`src/rtl/flash_arb_pkg.sv`:
```
package flash_arb_pkg;
  typedef enum logic [1:0] {
    ARB_IDLE = 2'd0,
    ARB_INSN = 2'd1,
    ARB_DATA = 2'd2
  } arb_state_t;
endpackage

```
`src/rtl/fa_lru.sv`:
```
// Age-based LRU tracker: ages form a permutation, oldest age = LINES-1.
module fa_lru #(
  parameter int LINES = 8
) (
  input  logic                     clk,
  input  logic                     rst_n,
  input  logic                     touch_en,
  input  logic [$clog2(LINES)-1:0] touch_idx,
  output logic [$clog2(LINES)-1:0] victim_idx
);
  localparam int IDX_W = $clog2(LINES);

  logic [IDX_W-1:0] age_q [LINES];
  logic [IDX_W-1:0] age_d [LINES];

  always_comb begin
    for (int j = 0; j < LINES; j++) begin
      age_d[j] = age_q[j];
      if (touch_en) begin
        if (IDX_W'(j) == touch_idx) age_d[j] = '0;
        else if (age_q[j] < age_q[touch_idx]) age_d[j] = age_q[j] + 1'b1;
      end
    end
  end

  always_comb begin
    victim_idx = '0;
    for (int j = 0; j < LINES; j++)
      if (age_q[j] == IDX_W'(LINES - 1)) victim_idx = IDX_W'(j);
  end

  always_ff @(posedge clk or negedge rst_n) begin
    if (!rst_n) begin
      for (int j = 0; j < LINES; j++) age_q[j] <= IDX_W'(j);
    end else if (touch_en) begin
      for (int j = 0; j < LINES; j++) age_q[j] <= age_d[j];
    end
  end
endmodule

```
`src/rtl/fa_dcache.sv`:
```
// Fully associative data cache, per-word valid bits, word-granular fill.
module fa_dcache #(
  parameter int AW    = 24,
  parameter int LINES = 8,
  parameter int WORDS = 4
) (
  input  logic           clk,
  input  logic           rst_n,
  input  logic [AW-4:0]  lk_word,
  output logic           lk_hit,
  output logic [63:0]    lk_data,
  input  logic           hit_used,
  input  logic           fill_en,
  input  logic [AW-4:0]  fill_word,
  input  logic [63:0]    fill_data,
  input  logic           flush
);
  localparam int OFS_W = $clog2(WORDS);
  localparam int IDX_W = $clog2(LINES);
  localparam int TAG_W = AW - 3 - OFS_W;

  logic [TAG_W-1:0] tag_q  [LINES];
  logic [63:0]      data_q [LINES][WORDS];
  logic [WORDS-1:0] wvld_q [LINES];
  logic [LINES-1:0] lvld_q;

  logic [TAG_W-1:0] lk_tag, fl_tag;
  logic [OFS_W-1:0] lk_ofs, fl_ofs;
  logic [IDX_W-1:0] hit_idx, fmatch_idx, inv_idx, victim_idx, fill_idx, touch_idx;
  logic             lk_match, fl_match, any_inv, touch_en;

  assign lk_tag = lk_word[AW-4 -: TAG_W];
  assign lk_ofs = lk_word[OFS_W-1:0];
  assign fl_tag = fill_word[AW-4 -: TAG_W];
  assign fl_ofs = fill_word[OFS_W-1:0];

  always_comb begin
    lk_match   = 1'b0;
    fl_match   = 1'b0;
    any_inv    = 1'b0;
    hit_idx    = '0;
    fmatch_idx = '0;
    inv_idx    = '0;
    for (int i = LINES - 1; i >= 0; i--) begin
      if (lvld_q[i] && tag_q[i] == lk_tag) begin
        lk_match = 1'b1;
        hit_idx  = IDX_W'(i);
      end
      if (lvld_q[i] && tag_q[i] == fl_tag) begin
        fl_match   = 1'b1;
        fmatch_idx = IDX_W'(i);
      end
      if (!lvld_q[i]) begin
        any_inv = 1'b1;
        inv_idx = IDX_W'(i);
      end
    end
  end

  assign lk_hit  = lk_match && wvld_q[hit_idx][lk_ofs];
  assign lk_data = data_q[hit_idx][lk_ofs];

  assign fill_idx  = fl_match ? fmatch_idx : (any_inv ? inv_idx : victim_idx);
  assign touch_en  = fill_en || hit_used;
  assign touch_idx = fill_en ? fill_idx : hit_idx;

  fa_lru #(.LINES(LINES)) u_lru (
    .clk       (clk),
    .rst_n     (rst_n),
    .touch_en  (touch_en),
    .touch_idx (touch_idx),
    .victim_idx(victim_idx)
  );

  always_ff @(posedge clk or negedge rst_n) begin
    if (!rst_n) begin
      lvld_q <= '0;
      for (int i = 0; i < LINES; i++) wvld_q[i] <= '0;
    end else if (flush) begin
      lvld_q <= '0;
    end else if (fill_en) begin
      lvld_q[fill_idx] <= 1'b1;
      wvld_q[fill_idx] <= (fl_match ? wvld_q[fill_idx] : '0) | (WORDS'(1) << fl_ofs);
    end
  end

  always_ff @(posedge clk) begin
    if (fill_en && !flush) begin
      tag_q[fill_idx]          <= fl_tag;
      data_q[fill_idx][fl_ofs] <= fill_data;
    end
  end
endmodule

```
`src/rtl/fa_arbiter.sv`:
```
// Single-owner flash grant, data port first, held until completion.
module fa_arbiter
  import flash_arb_pkg::*;
#(
  parameter int AW = 24
) (
  input  logic          clk,
  input  logic          rst_n,
  input  logic          d_need,
  input  logic          i_need,
  input  logic [AW-4:0] d_word,
  input  logic [AW-4:0] i_word,
  input  logic          d_alloc,
  input  logic          f_done,
  output arb_state_t    state_o,
  output logic [AW-4:0] word_o,
  output logic          alloc_o
);
  arb_state_t    state_q, state_d;
  logic [AW-4:0] word_q, word_d;
  logic          alloc_q, alloc_d;
  logic          load;

  always_comb begin
    state_d = state_q;
    word_d  = word_q;
    alloc_d = alloc_q;
    load    = 1'b0;
    unique case (state_q)
      ARB_IDLE: begin
        if (d_need) begin
          state_d = ARB_DATA;
          word_d  = d_word;
          alloc_d = d_alloc;
          load    = 1'b1;
        end else if (i_need) begin
          state_d = ARB_INSN;
          word_d  = i_word;
          alloc_d = 1'b0;
          load    = 1'b1;
        end
      end
      ARB_INSN, ARB_DATA: begin
        if (f_done) state_d = ARB_IDLE;
      end
      default: state_d = ARB_IDLE;
    endcase
  end

  always_ff @(posedge clk or negedge rst_n) begin
    if (!rst_n) state_q <= ARB_IDLE;
    else        state_q <= state_d;
  end

  always_ff @(posedge clk or negedge rst_n) begin
    if (!rst_n) begin
      word_q  <= '0;
      alloc_q <= 1'b0;
    end else if (load) begin
      word_q  <= word_d;
      alloc_q <= alloc_d;
    end
  end

  assign state_o = state_q;
  assign word_o  = word_q;
  assign alloc_o = alloc_q;
endmodule

```
`src/rtl/flash_rd_arbiter.sv`:
```
module flash_rd_arbiter
  import flash_arb_pkg::*;
#(
  parameter int          AW       = 24,
  parameter int          LINES    = 8,
  parameter int          WORDS    = 4,
  parameter int unsigned OPT_BASE = 32'h00FF_0000,
  parameter int unsigned OPT_SIZE = 32'h0000_1000
) (
  input  logic          clk,
  input  logic          rst_n,
  input  logic          dcache_en,
  input  logic          dcache_flush,
  input  logic          i_req,
  input  logic [AW-1:0] i_addr,
  output logic          i_ready,
  output logic [63:0]   i_rdata,
  input  logic          d_req,
  input  logic [AW-1:0] d_addr,
  input  logic          d_is_dma,
  output logic          d_ready,
  output logic [63:0]   d_rdata,
  output logic          f_req,
  output logic [AW-1:0] f_addr,
  input  logic          f_done,
  input  logic [63:0]   f_rdata
);
  localparam logic [AW:0] OPT_LO = (AW+1)'(OPT_BASE);
  localparam logic [AW:0] OPT_HI = (AW+1)'(OPT_BASE + OPT_SIZE);

  arb_state_t    state;
  logic [AW-4:0] cur_word;
  logic          cur_alloc;
  logic          in_opt, cacheable, c_hit, d_hit, d_need;
  logic [63:0]   c_data;
  logic [5:0]    unused_lo;

  assign unused_lo = {d_addr[2:0], i_addr[2:0]};

  assign in_opt    = ({1'b0, d_addr} >= OPT_LO) && ({1'b0, d_addr} < OPT_HI);
  assign cacheable = dcache_en && !d_is_dma && !in_opt;
  assign d_hit     = d_req && cacheable && c_hit && (state != ARB_DATA);
  assign d_need    = d_req && !(cacheable && c_hit);

  fa_arbiter #(.AW(AW)) u_arb (
    .clk     (clk),
    .rst_n   (rst_n),
    .d_need  (d_need),
    .i_need  (i_req),
    .d_word  (d_addr[AW-1:3]),
    .i_word  (i_addr[AW-1:3]),
    .d_alloc (cacheable),
    .f_done  (f_done),
    .state_o (state),
    .word_o  (cur_word),
    .alloc_o (cur_alloc)
  );

  fa_dcache #(.AW(AW), .LINES(LINES), .WORDS(WORDS)) u_dc (
    .clk       (clk),
    .rst_n     (rst_n),
    .lk_word   (d_addr[AW-1:3]),
    .lk_hit    (c_hit),
    .lk_data   (c_data),
    .hit_used  (d_hit),
    .fill_en   ((state == ARB_DATA) && f_done && cur_alloc),
    .fill_word (cur_word),
    .fill_data (f_rdata),
    .flush     (dcache_flush)
  );

  assign f_req   = (state != ARB_IDLE);
  assign f_addr  = {cur_word, 3'b000};
  assign i_ready = (state == ARB_INSN) && f_done;
  assign i_rdata = f_rdata;
  assign d_ready = d_hit || ((state == ARB_DATA) && f_done);
  assign d_rdata = d_hit ? c_data : f_rdata;
endmodule

```
`config.mk`:
```
export PLATFORM = sky130hd
export DESIGN_NAME = flash_rd_arbiter
export DESIGN_NICKNAME = d
export VERILOG_FILES = /design/src/rtl/flash_arb_pkg.sv /design/src/rtl/fa_lru.sv /design/src/rtl/fa_dcache.sv /design/src/rtl/fa_arbiter.sv /design/src/rtl/flash_rd_arbiter.sv
export SDC_FILE = /design/constraint.sdc
export NUM_CORES = 2
export LEC_CHECK = 0
export BUFFER_PORTS_ARGS = -buffer_cell sky130_fd_sc_hd__buf_4
export CORE_UTILIZATION = 55
export CTS_BUF_LIST = sky130_fd_sc_hd__clkbuf_8 sky130_fd_sc_hd__clkbuf_16
export DETAILED_ROUTE_END_ITERATION = 8
export GPL_TIMING_DRIVEN = 0
export PLACE_DENSITY = 0.74
export RECOVER_POWER = 100
export SYNTH_ARGS = -nofsm -noshare
export SYNTH_HDL_FRONTEND = slang
export SYNTH_SLANG_ARGS = --single-unit
```
`constraint.sdc`:
```
create_clock -name clk -period 5.75 [get_ports clk]
set_input_delay 0.2875 -clock clk [delete_from_list [all_inputs] [get_ports clk]]
set_output_delay 0.2875 -clock clk [all_outputs]
set_load 0.005 [all_outputs]
```
==> impl_metrics.py <==
metrics = {
    "status": {
        "status": "finished, violations left",
        "violations": "capacitance limit, slew limit",
    },
    "global_routing": {
        "met1_usage_pct": 44.1,
        "grt_first_pass_wirelength_mm": 432,
        "met2_usage_pct": 51.5,
        "grt_max_degree": 89,
        "grt_pass1_vias": 65100,
        "overflow": 0,
        "antenna_found_initial": 18,
        "grt_usage_pct": 33.1,
        "grt_util_met3_pct": 7.86,
        "grt_busiest_layer": "met2",
    },
    "synthesis": {
        "synth_ff_type": "edfxtp_1",
        "avgSynthCellArea_um2": 13.1,
        "synthCells": 7445,
        "post-synth-top-count-cell": "nand2_1",
        "synth-seq-cells": 2288,
        "async_reset_ff_share_pct": 3.85,
        "yosysUniqueCellTypes": 87,
        "yosysTopAreaCell": "edfxtp_1",
        "ys_top_cells_by_area": "edfxtp_1 68%, nand2_1 9.2%, and3_1 3.3%",
        "synth_common_cells": "2376 x nand2_1, 2200 x edfxtp_1, 520 x and3_1",
        "synth_edf_count": 2200,
        "mappedNetlistArea_mm2": 0.0973,
        "yosysTopAreaCellShare_pct": 67.9,
        "ys_seq_area_share_pct": 70.2,
        "ys_warn_count": 0,
    },
    "timing": {
        "period_needed_ns": 5.75,
        "finalCritPeriodShare_pct": 99.9,
        "fin_ws_ns": 0.00393,
        "setup_violations": 0,
        "hold_viol_final": 0,
        "rsz0062_at_grt": "true",
        "slew_headroom_pct": -25.1,
        "whs_ns": 0.0734,
        "worstMarginPinSlew_ns": 1.88,
        "fin_worst_skew_ns": 0.0781,
        "fmax_mhz": 174,
        "drv_slew": 873,
    },
    "place": {
        "dp_hpwl_mm": 200,
        "io_buffers": 245,
        "post-place-ws_ns": -2.34,
        "gp_congestion": 0.922,
    },
    "clock_tree": {
        "clk_pin_slew_ns": 0.06,
        "tritoncts": "yes",
        "root_buffer": "clkbuf_16",
        "worstSkewPairLatency_ns": 0.91,
        "cts_buffers": 221,
        "cts_buffer_depth": 3,
        "clkSinkCount": 2288,
        "htreeDepth": 4,
    },
    "layout": {
        "finalNetCount": 8257,
        "area_growth_pct": 16.6,
        "layout-drive-gt1-share_pct": 16.6,
    },
    "critical_path": {
        "crit_end": "d_rdata[8]",
        "worst_r2r_path_depth": 12,
        "worstSetupStartpoint": "u_dc.tag_q[6][4]$_DFFE_PP_",
        "start_kind": "flip-flop",
        "crit_arrival_ns": 5.46,
        "crit_path_end_kind": "output port",
        "cp_max_fo": 10,
        "ff2ff_setup_slack_ns": 0.10,
        "r2r_start": "u_arb.word_o[20]$_DFFE_PN0P_",
        "crit_type": "flip-flop to output port",
        "r2r_end": "u_dc.wvld_q[23]$_DFFE_PN0P_",
        "crit_required_ns": 5.46,
    },
    "detailed_routing": {
        "dr.first_iter.drc_count": 10100,
        "ant_nets": 0,
        "wl_per_cell_um": 28.3,
        "drcViolationCount": 0,
        "vias_per_cell": 6.32,
        "wl_mm": 301,
        "detail_route.first_pass.iterations": 9,
        "via_count": 67400,
    },
    "power_and_ir_drop": {
        "ir_worst_vdd_mv": 0.294,
        "power.density_mw_per_mm2": 322,
        "leakage_uw": 0.0418,
    },
    "floorplan": {
        "row_count": 154,
        "dieArea_mm2": 0.179,
        "die_w_um": 423,
        "core_area_mm2": 0.176,
        "die_h_um": 423,
        "pin_count": 275,
        "initial_core_util_pct": 55.3,
    },
    "worst_hold_path": {
        "min_path_type": "input port to flip-flop",
    },
    "flow_run": {
        "drv_cap": 27,
    },
}
-- per-layer routing --
| metal | wire [µm] | part of all wire, % |
|---|---|---|
| met5 | 100 | 0.033 |
| met4 | 15000 | 5.0 |
| met3 | 36800 | 12 |
| met2 | 139000 | 46 |
| met1 | 110000 | 37 |
-- cell type report --
type	count	area [µm²]
diodes	16	40.0
well taps	2340	2930
clock inverters	190	1830
plain buffers	535	3410
flip-flops and latches	2288	68300
multi-input cells	4586	27000
fillers	12300	62400
repair buffers	442	4270
clock buffers	224	5580
inverters	37	146
-- worst min path at each step --
stage,startpoint,to,cells after the start,slack (ns)
3_3_place_gp,u_dc.wvld_q[12]$_DFFE_PN0P_,u_dc.wvld_q[12]$_DFFE_PN0P_,2,0.49
3_5_place_dp,u_dc.wvld_q[15]$_DFFE_PN0P_,u_dc.wvld_q[15]$_DFFE_PN0P_,2,0.49
4_1_cts,d_addr[6],u_arb.word_o[3]$_DFFE_PN0P_,3,0.01
2_1_floorplan,rst_n,u_arb.alloc_o$_DFFE_PN0P_,0,-0.008
5_1_grt,d_addr[6],u_arb.word_o[3]$_DFFE_PN0P_,3,0.06
6_report,d_addr[7],u_arb.word_o[4]$_DFFE_PN0P_,3,0.07
-- through the flow --
step	util (%)	cells	setup TNS (ns)	total power [µW]	instance area, µm²
3_3_place_gp	58.0	10000	-9139.12	21900	102000
2_1_floorplan	-	7447	-470.03	20400	97300
5_1_grt	64.5	10600	-0.193	37300	113000
3_5_place_dp	59.0	10100	-405.23	22000	104000
4_1_cts	64.5	10600	-0.00648	36400	113000
6_report	64.5	10700	0	36600	114000
-- layout by cell type (no fill, tap or decap), types with 26 or more instances in the layout --
master         netlist  final
and3_1             520    519
xnor2_1            112    112
xor2_1             192    192
buf_4               80    205
dlygate4sd3_1        0    107
clkbuf_2             0    179
clkinv_1             0     57
a21oi_1             30     29
nand4_1             74     74
edfxtp_1          2200   2200
clkbuf_4             0    144
ha_1                26     26
nor2_4               0     32
a31oi_1            517    500
clkinv_2             0     45
nand2_1           2376   2373
clkbuf_1           380    166
inv_1               37     70
nor4_1              82     80
mux4_2             128    128
clkbuf_16            0    231
nor4b_1             29     27
mux2_2              92     92
buf_2               41     50
mux2i_1             39     39
dfrtp_1             76     57
o21ai_0             51     48
nor2_1              90     56
buf_12               0     68
-- cells by family after synthesis --
group / after synthesis / share of synthesized area [%]
XOR/XNOR: 304 / 2.74
other: 1 / 0.00385
AO/OA/AOI/OAI: 712 / 4.83
buffers and inverters: 573 / 2.59
AND/OR/NAND/NOR: 3276 / 14.9
multiplexers: 260 / 4.44
flip-flops: 2288 / 70.2
adder cells (fa/ha/maj): 31 / 0.392
-- flip-flops by register name, summed over array words and instances (netlist names) --
register / count
u_dc.wvld_q: 32
u_dc.tag_q: 152
u_arb.state_o: 2
u_dc.data_q: 2048
u_arb.alloc_o: 1
u_arb.word_o: 21
u_dc.u_lru.age_q: 24
u_dc.lvld_q: 8
-- report_power, final --
group          switching (µW)  internal (µW)
clock                    6520           8220
sequential                524          18600
combinational            1840            905
total                    8890          27700
-- critical path, cell delays in order (launching register included) --
cell	delay (ns)
edfxtp_1	0.41
xor2_1	0.20
nor4_2	0.33
nand3_1	0.25
or3_4	0.41
a221oi_4	0.44
o21a_1	0.21
buf_6	0.20
buf_8	0.29
buf_8	0.31
clkbuf_2	0.29
nand2_1	0.09
a31oi_1	0.27
mux4_2	0.31
nand2_1	0.07
nand2_1	0.08
mux2_2	0.26
buf_4	0.15
-- repair_timing --
item | in CTS | in global routing
pin swaps | 9 | 7
gates cloned | 0 | 1
buffers inserted | 15 | 2
hold buffers | 107 | 0
endpoints found under the setup margin | 1044 | 558
resized for setup | 405 | 213
endpoints found under the hold margin | 2149 | 0
Note: power is estimated with default switching activity, not from simulation.
